File: src/rtl/seq_pkg.sv
package seq_pkg;

    localparam int CFG_W = 12;
    localparam int CH_W  = 3;
    localparam int N_CH  = 1 << CH_W;

    typedef enum logic [1:0] {
        ST_IDLE    = 2'd0,
        ST_CONVERT = 2'd1,
        ST_HOLD    = 2'd2
    } seq_state_t;

    typedef enum logic [1:0] {
        MODE_SINGLE = 2'b00,
        MODE_REPEAT = 2'b01,
        MODE_SWEEP  = 2'b10,
        MODE_RSWEEP = 2'b11
    } seq_mode_t;

    typedef struct packed {
        logic [CH_W-1:0] chan;
        logic [1:0]      spare;
        seq_mode_t       mode;
        logic [1:0]      order;
        logic            pin_eoc;
        logic [1:0]      trig;
    } seq_cfg_t;

    // Channel used at pass entry idx for a given order code
    function automatic logic [CH_W-1:0] order_chan(input logic [1:0] ord,
                                                   input logic [CH_W-1:0] idx);
        logic [CH_W-1:0] ch;
        unique case (ord)
            2'b00:   ch = idx;
            2'b01:   ch = {idx[1:0], 1'b0};
            2'b10:   ch = {idx[2:1], 1'b0};
            default: ch = {1'b0, idx[0], 1'b0};
        endcase
        return ch;
    endfunction

    // Pass length / trigger threshold: 8, 6, 4, 2
    function automatic logic [3:0] pass_len(input logic [1:0] trig);
        return 4'd8 - {1'b0, trig, 1'b0};
    endfunction

endpackage

File: src/rtl/seq_fifo.sv
module seq_fifo #(
    parameter int DATA_W = 12,
    parameter int DEPTH  = 8
) (
    input  logic              clk,
    input  logic              rst_n,
    input  logic              flush_i,
    input  logic              wr_en_i,
    input  logic [DATA_W-1:0] wr_data_i,
    input  logic              rd_en_i,
    output logic [DATA_W-1:0] rd_data_o,
    output logic [$clog2(DEPTH):0] level_o,
    output logic              underflow_o
);
    localparam int AW = $clog2(DEPTH);
    localparam int LW = AW + 1;
    localparam logic [AW-1:0] LAST_PTR = AW'(DEPTH - 1);
    localparam logic [LW-1:0] FULL_LVL = LW'(DEPTH);

    logic [DATA_W-1:0] mem [DEPTH];
    logic [AW-1:0]     wp, rp;
    logic              do_rd, do_wr;

    assign do_rd = rd_en_i && (level_o != '0);
    assign do_wr = wr_en_i && ((level_o != FULL_LVL) || do_rd);

    always_ff @(posedge clk) begin
        if (do_wr && !flush_i) begin
            mem[wp] <= wr_data_i;
        end
    end

    always_ff @(posedge clk or negedge rst_n) begin
        if (!rst_n) begin
            wp          <= '0;
            rp          <= '0;
            level_o     <= '0;
            rd_data_o   <= '0;
            underflow_o <= 1'b0;
        end else if (flush_i) begin
            wp          <= '0;
            rp          <= '0;
            level_o     <= '0;
            underflow_o <= 1'b0;
        end else begin
            if (do_wr) begin
                wp <= (wp == LAST_PTR) ? '0 : wp + 1'b1;
            end
            if (do_rd) begin
                rd_data_o <= mem[rp];
                rp        <= (rp == LAST_PTR) ? '0 : rp + 1'b1;
            end
            if (rd_en_i && (level_o == '0)) begin
                underflow_o <= 1'b1;
            end
            unique case ({do_wr, do_rd})
                2'b10:   level_o <= level_o + 1'b1;
                2'b01:   level_o <= level_o - 1'b1;
                default: level_o <= level_o;
            endcase
        end
    end


    level_cap_chk: assert property (@(posedge clk) disable iff (!rst_n)
        level_o <= FULL_LVL);


    empty_read_hold_chk: assert property (@(posedge clk) disable iff (!rst_n)
        (rd_en_i && (level_o == '0) && !flush_i) |=> ($stable(rd_data_o) && underflow_o));

endmodule

File: src/rtl/seq_status.sv
module seq_status #(
    parameter int LW = 4
) (
    input  logic          pin_eoc_i,
    input  logic          sweep_i,
    input  logic          conv_req_i,
    input  logic          pending_i,
    input  logic [LW-1:0] level_i,
    input  logic [LW-1:0] pass_len_i,
    output logic          stat_n_o
);
    logic int_active;

    always_comb begin
        if (sweep_i) begin
            int_active = (level_i >= pass_len_i);
        end else begin
            int_active = pending_i;
        end
        if (pin_eoc_i) begin
            stat_n_o = !conv_req_i;
        end else begin
            stat_n_o = !int_active;
        end
    end

endmodule

File: src/rtl/seq_ctrl.sv
module seq_ctrl
    import seq_pkg::*;
#(
    parameter int DATA_W = 12,
    parameter int LW     = 4
) (
    input  logic              clk,
    input  logic              rst_n,
    input  logic              cfg_we_i,
    input  logic [CFG_W-1:0]  cfg_wdata_i,
    input  logic              start_i,
    input  logic              conv_done_i,
    input  logic [DATA_W-1:0] conv_data_i,
    input  logic [LW-1:0]     fifo_level_i,
    output seq_cfg_t          cfg_o,
    output logic [CH_W-1:0]   chan_sel_o,
    output logic              conv_req_o,
    output logic              busy_o,
    output logic              fifo_wr_o,
    output logic              sweep_o,
    output logic              pending_o,
    output logic [LW-1:0]     pass_len_o,
    output logic [DATA_W-1:0] direct_o
);
    seq_state_t      state, state_nx;
    logic [CH_W-1:0] idx;
    logic            armed;
    logic            accept_done;
    logic            start_ok;
    logic            last_entry;
    logic            launch;

    assign sweep_o     = cfg_o.mode[1];
    assign pass_len_o  = LW'(pass_len(cfg_o.trig));
    assign accept_done = (state == ST_CONVERT) && conv_done_i && !cfg_we_i;
    assign last_entry  = ((LW'(idx) + 1'b1) == pass_len_o);
    assign start_ok    = start_i && !cfg_we_i &&
                         (sweep_o || (cfg_o.mode == MODE_REPEAT) ||
                          ((cfg_o.mode == MODE_SINGLE) && armed));
    assign launch      = (state == ST_IDLE) && (state_nx == ST_CONVERT);

    // Next-state logic
    always_comb begin
        state_nx = state;
        unique case (state)
            ST_IDLE: begin
                if (start_ok) state_nx = ST_CONVERT;
            end
            ST_CONVERT: begin
                if (cfg_we_i) begin
                    state_nx = ST_IDLE;
                end else if (accept_done) begin
                    if (!sweep_o) begin
                        state_nx = ST_IDLE;
                    end else if (last_entry) begin
                        state_nx = (cfg_o.mode == MODE_RSWEEP) ? ST_HOLD : ST_IDLE;
                    end
                end
            end
            ST_HOLD: begin
                if (cfg_we_i) begin
                    state_nx = ST_IDLE;
                end else if (fifo_level_i == '0) begin
                    state_nx = ST_CONVERT;
                end
            end
            default: state_nx = ST_IDLE;
        endcase
    end

    // State register
    always_ff @(posedge clk or negedge rst_n) begin
        if (!rst_n) begin
            state <= ST_IDLE;
        end else begin
            state <= state_nx;
        end
    end

    // Configuration, sequence index and result bookkeeping
    always_ff @(posedge clk or negedge rst_n) begin
        if (!rst_n) begin
            cfg_o     <= '0;
            idx       <= '0;
            armed     <= 1'b1;
            pending_o <= 1'b0;
            direct_o  <= '0;
        end else if (cfg_we_i) begin
            cfg_o     <= seq_cfg_t'(cfg_wdata_i);
            idx       <= '0;
            armed     <= 1'b1;
            pending_o <= 1'b0;
        end else begin
            if (launch) begin
                idx       <= '0;
                pending_o <= 1'b0;
                if (cfg_o.mode == MODE_SINGLE) armed <= 1'b0;
            end else if ((state == ST_HOLD) && (state_nx == ST_CONVERT)) begin
                idx <= '0;
            end else if (accept_done && sweep_o && !last_entry) begin
                idx <= idx + 1'b1;
            end
            if (accept_done && !sweep_o) begin
                direct_o  <= conv_data_i;
                pending_o <= 1'b1;
            end
        end
    end

    // Output decode
    always_comb begin
        conv_req_o = (state == ST_CONVERT);
        busy_o     = (state != ST_IDLE);
        fifo_wr_o  = accept_done && sweep_o;
        chan_sel_o = sweep_o ? order_chan(cfg_o.order, idx) : cfg_o.chan;
    end


    cfg_abort_chk: assert property (@(posedge clk) disable iff (!rst_n)
        cfg_we_i |=> ((state == ST_IDLE) && !conv_req_o));


    stray_done_chk: assert property (@(posedge clk) disable iff (!rst_n)
        (conv_done_i && (state != ST_CONVERT) && !cfg_we_i) |=> $stable(direct_o));


    sweep_stop_chk: assert property (@(posedge clk) disable iff (!rst_n)
        ((state == ST_CONVERT) && (cfg_o.mode == MODE_SWEEP) && conv_done_i
         && last_entry && !cfg_we_i) |=> (state == ST_IDLE));


    hold_quiet_chk: assert property (@(posedge clk) disable iff (!rst_n)
        ((state == ST_HOLD) && (fifo_level_i != '0) && !cfg_we_i) |=> !conv_req_o);

endmodule

File: src/rtl/conv_sequencer.sv
module conv_sequencer
    import seq_pkg::*;
#(
    parameter int DATA_W     = 12,
    parameter int FIFO_DEPTH = 8,
    parameter int LVL_W      = $clog2(FIFO_DEPTH) + 1
) (
    input  logic              clk,
    input  logic              rst_n,
    input  logic              cfg_we,
    input  logic [CFG_W-1:0]  cfg_wdata,
    input  logic              start,
    input  logic              conv_done,
    input  logic [DATA_W-1:0] conv_data,
    input  logic              fifo_rd,
    output logic [CH_W-1:0]   chan_sel,
    output logic              conv_req,
    output logic [DATA_W-1:0] direct_data,
    output logic [DATA_W-1:0] fifo_rdata,
    output logic [LVL_W-1:0]  fifo_level,
    output logic              fifo_underflow,
    output logic              seq_busy,
    output logic              stat_n
);
    seq_cfg_t           cfg_q;
    logic               fifo_wr;
    logic               sweep;
    logic               pending;
    logic [LVL_W-1:0]   plen;

    seq_ctrl #(.DATA_W(DATA_W), .LW(LVL_W)) u_ctrl (
        .clk          (clk),
        .rst_n        (rst_n),
        .cfg_we_i     (cfg_we),
        .cfg_wdata_i  (cfg_wdata),
        .start_i      (start),
        .conv_done_i  (conv_done),
        .conv_data_i  (conv_data),
        .fifo_level_i (fifo_level),
        .cfg_o        (cfg_q),
        .chan_sel_o   (chan_sel),
        .conv_req_o   (conv_req),
        .busy_o       (seq_busy),
        .fifo_wr_o    (fifo_wr),
        .sweep_o      (sweep),
        .pending_o    (pending),
        .pass_len_o   (plen),
        .direct_o     (direct_data)
    );

    seq_fifo #(.DATA_W(DATA_W), .DEPTH(FIFO_DEPTH)) u_fifo (
        .clk         (clk),
        .rst_n       (rst_n),
        .flush_i     (cfg_we),
        .wr_en_i     (fifo_wr),
        .wr_data_i   (conv_data),
        .rd_en_i     (fifo_rd),
        .rd_data_o   (fifo_rdata),
        .level_o     (fifo_level),
        .underflow_o (fifo_underflow)
    );

    seq_status #(.LW(LVL_W)) u_stat (
        .pin_eoc_i  (cfg_q.pin_eoc),
        .sweep_i    (sweep),
        .conv_req_i (conv_req),
        .pending_i  (pending),
        .level_i    (fifo_level),
        .pass_len_i (plen),
        .stat_n_o   (stat_n)
    );


    flush_chk: assert property (@(posedge clk) disable iff (!rst_n)
        cfg_we |=> (fifo_level == '0));


    single_bypass_chk: assert property (@(posedge clk) disable iff (!rst_n)
        (!sweep && !cfg_we && !fifo_rd) |=> $stable(fifo_level));

endmodule

File: config.mk
export PLATFORM = sky130hd
export DESIGN_NAME = conv_sequencer
export DESIGN_NICKNAME = d
export VERILOG_FILES = /design/src/rtl/seq_pkg.sv /design/src/rtl/seq_fifo.sv /design/src/rtl/seq_status.sv /design/src/rtl/seq_ctrl.sv /design/src/rtl/conv_sequencer.sv
export SDC_FILE = /design/constraint.sdc
export NUM_CORES = 1
export LEC_CHECK = 0
export BUFFER_PORTS_ARGS = -buffer_cell sky130_fd_sc_hd__buf_2
export CAP_MARGIN = 5
export CORE_MARGIN = 2
export CORE_UTILIZATION = 29
export DETAILED_ROUTE_END_ITERATION = 10
export SETUP_SLACK_MARGIN = 0.5
export SYNTH_ARGS = -nofsm -noshare
export SYNTH_HDL_FRONTEND = slang
export SYNTH_SLANG_ARGS = --single-unit
File: constraint.sdc
create_clock -name clk -period 5.2 [get_ports clk]
set_clock_uncertainty 0.05 [all_clocks]
set_input_delay 0.26 -clock clk [delete_from_list [all_inputs] [get_ports clk]]
set_output_delay 0.26 -clock clk [all_outputs]
set_load 0.005 [all_outputs]
==> impl_metrics.ini, run 1 <==
[run_status]
status = finished, final reports clean

[worst_setup_path]
cp_top_family = compound AO/OA/AOI/OAI gates
critPathKind = reg -> reg
worstPathRequired_ns = 5.42
worstReg2RegStart = u_fifo.level_o[1]$_DFFE_PN0P_
slowest_stage = o41ai_2
r2r-end = u_fifo.level_o[3]$_DFFE_PN0P_
path_max_fanout = 8
ff2ff_setup_slack_ns = 2.05
cp-end-kind = register
arrival_ns = 3.38
cp_num_buf_inv = 0
worstSetupStartpointType = register
crit_chain = o41ai_2 > a31oi_1 > ha_1 > a21o_1 > a21oi_1 > nor3_1 > or4bb_1 > o311ai_0
r2r_cells = 8
max_stage_delay_ns = 0.78

[grt]
grt_overflow = 0
antenna_found_initial = 0
grt_util_all_layers_pct = 11.9
grt_pass1_wl_um = 19900
grt_pass1_vias = 3567
grt_max_degree = 53

[route]
drt_iter0_markers = 168
ant_nets = 0
viasPerCell = 4.64
drtPass1Iterations = 4
vias = 3476
wl_um = 12300
drt-wirelength-per-cell_um = 16.4
drc_errors = 0

[yosys]
synth-seq-area-share_pct = 67.8
synth_edf_count = 96
yosysWarnings = 0
yosys.area.top_type = edfxtp_1
synth_area_leaders = edfxtp_1 47%, dfrtp_1 21%, mux4_2 8.8%
synth_most_common_cell = edfxtp_1
ys_ff_latch = 148
synth.avg_cell_area_um2 = 16.0
syn_nets = 427
synth_cell_types = 54
synth_ff_type = edfxtp_1
yosysTopAreaCellShare_pct = 46.7
synth-async-reset-ratio_pct = 35.1
netlist_area_um2 = 6170
postSynthCellCount = 385
synthTopCellsByCount = 96 x edfxtp_1, 51 x dfrtp_1, 30 x nand2_1

[clocking]
clk_pin_slew_ns = 0.06
postCtsHoldBufs = 3
clock-sinks = 148
ctsLongestPathBuffers = 2
cts_resized = 0
post-cts-setup-buffers = 0
cts_tree = done
root_buffer = clkbuf_16
cts_buffers = 17
cts-htree-levels = 4
clk-insertion-delay-late_ns = 0.41

[sta]
period_share_pct = 60.7
worst_pin_slew_ns = 1.22
post-route-min-period_ns = 3.16
setup_viol = 0
hold_violations = 0
rsz0062_at_grt = no
tns_ns = 0
fmax_ghz = 0.317
slew_viol_final = 0
max-slew-margin-rel_pct = 18.4

[final_layout]
fin_cells = 749
drive_above_1_share_pct = 32.7
final_nets = 503
register_area_um2 = 4190
syn2layout_area_growth_pct = 20.5
utilization_pct = 35.5
n_fill_cell = 2034
diodes = 0
multi_input_area_um2 = 1860

[pwr]
vdd.ir_drop.worst_v = 0.000231
total_power_mw = 2.94
pwr_density_cell_nw_per_um2 = 395
p_leak_nw = 2.83

[floorplan]
fp.coreArea_um2 = 21000
die_h_um = 150
rows = 53
fp.dieArea_um2 = 22500
die_w_um = 150
io_pins = 65
start_util_pct = 29.4

[hold_path]
holdPathEnd = u_ctrl.cfg_o[1]$_DFFE_PN0P_
min_path_cells = 3
hp-start = cfg_wdata[1]
hold_path.class = in -> reg

[placement]
portBuffers = 62
hpwl_um = 7690
placed_cells = 714
gp_congestion = 0.776

[flow_run]
maxCapViolations = 0
state kept, by name, summed over array words and instances, names as in the netlist:
register	cells
u_ctrl.armed	1
u_ctrl.cfg_o	10
u_ctrl.direct_o	12
u_ctrl.idx	3
u_ctrl.pending_o	1
u_ctrl.state	2
u_fifo.level_o	4
u_fifo.mem	96
u_fifo.rd_data_o	12
u_fifo.rp	3
u_fifo.underflow_o	1
u_fifo.wp	3
final cells by class:
type                            instances  share of cell area [%]
Multi-Input combinational cell        208                    25.0
Sequential cell                       148                    56.3
Timing Repair Buffer                   75                    5.59
Clock buffer                           19                    6.09
Tap cell                              275                    4.63
Inverter                               11                   0.555
Clock inverter                         13                    1.83
placed cells by master, fill, tap and decap left out, types with 2 or more instances in the layout:
master / n
a21o_1: 4
clkinv_4: 3
inv_6: 7
nand2_1: 30
dlygate4sd3_1: 3
o21ai_1: 2
nor3_1: 8
o31ai_1: 2
nand2b_1: 3
mux2_2: 18
a211o_1: 2
edfxtp_1: 96
dfrtp_1: 51
a31oi_1: 3
mux2i_1: 17
nor2_1: 19
buf_4: 10
mux4_2: 24
xnor2_1: 2
a21oi_1: 9
buf_2: 62
clkbuf_16: 17
ha_1: 11
nand3_1: 3
clkbuf_8: 2
or3_1: 3
inv_1: 11
o21ai_0: 20
routing by layer:
layer,GRT usage (%),part of all wire (%)
met1,14.9,44
met5,0,0
met2,20.0,52
met3,2.44,2.8
met4,4.67,0.81
power breakdown:
part / internal, mW / leakage (nW) / total (mW) / switching, mW
clock: 0.701 / 0.288 / 1.21 / 0.509
sequential: 1.34 / 1.53 / 1.40 / 0.0604
combinational: 0.173 / 1.02 / 0.329 / 0.156
total: 2.21 / 2.83 / 2.94 / 0.726
cells by family (layout without fill, tap and decap cells):
| family | after synthesis | after routing | synth area share, % |
|---|---|---|---|
| AOI/OAI and AO/OA | 54 | 54 | 5.64 |
| xor gates and xnor gates | 4 | 4 | 0.791 |
| adders and majority gates | 12 | 12 | 2.56 |
| buffers and inverters | 29 | 118 | 2.09 |
| DFF | 148 | 148 | 67.8 |
| muxes | 59 | 59 | 14.8 |
| and+or+nand+nor | 79 | 79 | 6.27 |
per-stage QoR:
| stage | hold slack [ns] | instance area [um2] | worst slack, ns |
|---|---|---|---|
| global route | 0.00588 | 7440 | 1.77 |
| CTS | 0.000400 | 7440 | 2.02 |
| finish | 0.0190 | 7440 | 2.05 |
| floorplan | -0.0856 | 6170 | 2.42 |
| detailed placement | 0.416 | 6820 | 2.04 |
| global placement | 0.397 | 6820 | 2.18 |
worst max path at each step:
stage                                        from                             to  slack (ns)  cells past startpoint
floorplan           u_fifo.level_o[1]$_DFFE_PN0P_  u_fifo.level_o[3]$_DFFE_PN0P_        2.42                      8
global placement    u_fifo.level_o[1]$_DFFE_PN0P_  u_fifo.level_o[3]$_DFFE_PN0P_        2.18                      8
detailed placement  u_fifo.level_o[1]$_DFFE_PN0P_  u_fifo.level_o[3]$_DFFE_PN0P_        2.04                      8
CTS                 u_fifo.level_o[1]$_DFFE_PN0P_  u_fifo.level_o[3]$_DFFE_PN0P_        2.02                      8
global route        u_fifo.level_o[1]$_DFFE_PN0P_  u_fifo.level_o[3]$_DFFE_PN0P_        1.77                      8
finish              u_fifo.level_o[1]$_DFFE_PN0P_  u_fifo.level_o[3]$_DFFE_PN0P_        2.05                      8
worst min-delay path, delay by kind of cell:
| family | cells | cell delay, ns |
|---|---|---|
| buf+inv | 1 | 0.07 |
| compound gates | 1 | 0.07 |
| simple gates | 1 | 0.04 |
Power figures use the tool's default switching activity.
==> inputs of run 2 (changes only) <==
- ABC_AREA: not set -> 1
- clock period: 5.2 -> 3.1 ns (I/O delays scaled with it)
==> run 2 against run 1 <==
  * Via count grew 26%
  * Largest power group unchanged
  * Critical endpoint is now stat_n
  * First-iteration DRC count rose by 89%
  * Critical path type is now reg -> out
  * Register-to-register slack worse by 1.3 ns
  * Worst hold slack worse by 0.010 ns
  * Synthesized area up 1.8%
==> impl_metrics.ini, run 2 <==
[final_layout]
regMostFlops = u_fifo.mem
register_area_um2 = 4190
final_nets = 702
mostFrequentLayoutCells = 122 x nand2_1, 96 x edfxtp_1, 76 x nor2_1, 67 x o21ai_0, 62 x buf_2
design_area_um2 = 7670
diodes = 0
drive_above_1_share_pct = 18.6
final_common_cell = nand2_1
syn2layout_area_growth_pct = 22.1
largest_register_ffs = 96
n_fill_cell = 2060
reg_top3 = u_fifo.mem: 96 flops, u_ctrl.direct_o: 12 flops, u_fifo.rd_data_o: 12 flops
multi_input_area_um2 = 1840

[pwr]
p_leak_nw = 3.15
seqPwrFrac_pct = 41.7
p_int_mw = 4.04
combPwrFrac_pct = 21.6
power_switching_mw = 1.79
power.share.clock_pct = 36.7
total_power_mw = 5.83
p_sw_share_pct = 30.7
pwr_density_cell_nw_per_um2 = 760
vdd.ir_drop.worst_v = 0.000407

[yosys]
synth_cell_types = 33
synth-async-reset-ratio_pct = 35.1
synth_ff_type = edfxtp_1
synth-seq-area-share_pct = 66.6
postSynthCellCount = 578
synth_most_common_cell = nand2_1
synth_area_leaders = edfxtp_1 46%, dfrtp_1 20%, nand2_1 7.3%
yosysWarnings = 0
synth.avg_cell_area_um2 = 10.9
netlist_area_um2 = 6280
syn_nets = 620
synth_edf_count = 96
synthTopCellsByCount = 122 x nand2_1, 96 x edfxtp_1, 76 x nor2_1
yosysTopAreaCellShare_pct = 45.9
yosys.area.top_type = edfxtp_1
ys_ff_latch = 148

[worst_setup_path]
r2r_cells = 15
path_max_fanout = 3
critPathKind = reg -> out
r2r-end = u_fifo.level_o[3]$_DFFE_PN0P_
cp-end-kind = output pin
ff2ff_setup_slack_ns = 0.75
worstReg2RegStart = u_fifo.level_o[1]$_DFFE_PN0P_
crit_end = stat_n
arrival_ns = 2.20
crit_start = u_ctrl.cfg_o[0]$_DFFE_PN0P_
worstPathRequired_ns = 2.89
worstSetupStartpointType = register

[sta]
slew_viol_final = 0
fmax_ghz = 0.417
post-route-min-period_ns = 2.40
max-slew-margin-rel_pct = 53.2
period_share_pct = 77.4
worst_pin_slew_ns = 0.701
tns_ns = 0
hold_violations = 0
rsz0062_at_grt = no
setup_viol = 0

[route]
viasPerCell = 4.62
wl_um = 14600
drt-wirelength-per-cell_um = 15.4
drt-met1-wl_um = 6790
met3_length_um = 947
drtPass1Iterations = 5
ant_nets = 0
drc_errors = 0
wl_met2_um = 6760
vias = 4383
top_layer = met4
drt_iter0_markers = 318

[clocking]
root_buffer = clkbuf_16
clock-sinks = 148
ctsLongestPathBuffers = 2
cts_tree = done
clk-insertion-delay-late_ns = 0.42
cts-htree-levels = 4
clk_pin_slew_ns = 0.06
cts_buffers = 17
cts_resized = 0

[grt]
grt_util_all_layers_pct = 13.6
grt_pass1_wl_um = 23300
grt_overflow = 0
antenna_found_initial = 0
grt_max_degree = 50
grt_pass1_vias = 4299

[placement]
placed_area_um2 = 6920
portBuffers = 62
hpwl_um = 9540
gp_congestion = 0.806

[run_status]
status = finished, final reports clean

[floorplan]
die_h_um = 151
fp.dieArea_um2 = 22800
start_util_pct = 29.7
io_pins = 65
die_w_um = 151
fp.coreArea_um2 = 21200
rows = 53

[flow_run]
maxCapViolations = 0

[hold_path]
hold_path.class = in -> reg
[run 2: cell types whose count changed after synthesis, sizes merged, moves of 18 or more]
cell,previous run,this run
o21ai,23,68
nand3,4,37
nor2,19,83
inv,11,33
mux2,18,0
mux4,24,0
nand2,30,125
[run 2: per-stage QoR]
| stage | hold WS, ns | util [%] | setup WS (ns) | std cells |
|---|---|---|---|---|
| 5_1_grt | 0.0159 | 36.3 | 0.518 | 948 |
| 4_1_cts | 0.000754 | 36.3 | 0.640 | 948 |
| 6_report | 0.00900 | 36.3 | 0.700 | 948 |
| 2_1_floorplan | -0.191 | - | 1.03 | 578 |
| 3_5_place_dp | -0.0244 | 32.7 | 0.584 | 903 |
| 3_3_place_gp | -0.0277 | 32.7 | 0.656 | 903 |
[run 2: cell families (layout without fill, tap and decap cells)]
logic type / after synthesis / after routing / synth area share (%)
buffers and inverters: 59 / 154 / 4.04
AOI/OAI and AO/OA: 105 / 105 / 9.72
DFF: 148 / 148 / 66.6
xor gates and xnor gates: 1 / 1 / 0.139
and+or+nand+nor: 253 / 253 / 16.9
adders and majority gates: 12 / 12 / 2.51
[run 2: final cells by class]
cell class | instances | area share (%)
sequential | 148 | 54.6
inverter | 33 | 1.62
clock inverter | 15 | 2.50
tap | 275 | 4.49
multi-input combinational | 371 | 24.0
timing repair buffer | 89 | 7.28
clock buffer | 17 | 5.55
[run 2: critical path, cell delays in order (launching register included)]
cell and delay (ns):
dfrtp_1 0.37, inv_1 0.08, ha_1 0.30, inv_1 0.06
ha_1 0.26, a21boi_0 0.12, o21ai_0 0.19, nand2_1 0.08
a22oi_1 0.18, buf_2 0.16
[run 2: routing by layer]
| metal | vias up | global-route usage [%] |
|---|---|---|
| met5 | - | 0 |
| met4 | 0 | 3.55 |
| met3 | 11 | 4.16 |
| met2 | 126 | 21.6 |
| met1 | 2073 | 18.1 |
| li1 | 2173 | - |
[run 2: how the worst min path moves through the flow]
stage / from / endpoint / slack (ns) / cells after the start
floorplan: rst_n / u_ctrl.cfg_o[0]$_DFFE_PN0P_ / -0.19 / 0
global placement: rst_n / u_ctrl.cfg_o[9]$_DFFE_PN0P_ / -0.03 / 1
detailed placement: rst_n / u_ctrl.cfg_o[10]$_DFFE_PN0P_ / -0.02 / 1
CTS: conv_data[11] / u_ctrl.direct_o[11]$_DFFE_PN0P_ / 0.0008 / 3
global route: conv_data[11] / u_ctrl.direct_o[11]$_DFFE_PN0P_ / 0.02 / 3
finish: conv_data[11] / u_fifo.mem[7][11]$_DFFE_PP_ / 0.009 / 1
[run 2: timing repair]
item | CTS | global route
hold buffers | 13 | 0
endpoints found under the hold margin | 32 | 0
setup buffers | 0 | 0
[run 2: power by group through the flow]
stage	combinational [mW]	clock, mW	sequential (mW)
global route	1.44	2.26	2.46
finish	1.26	2.14	2.43
CTS	1.28	2.18	2.43
detailed placement	1.27	0	2.47
global placement	1.25	0	2.47
floorplan	0.769	0	2.46
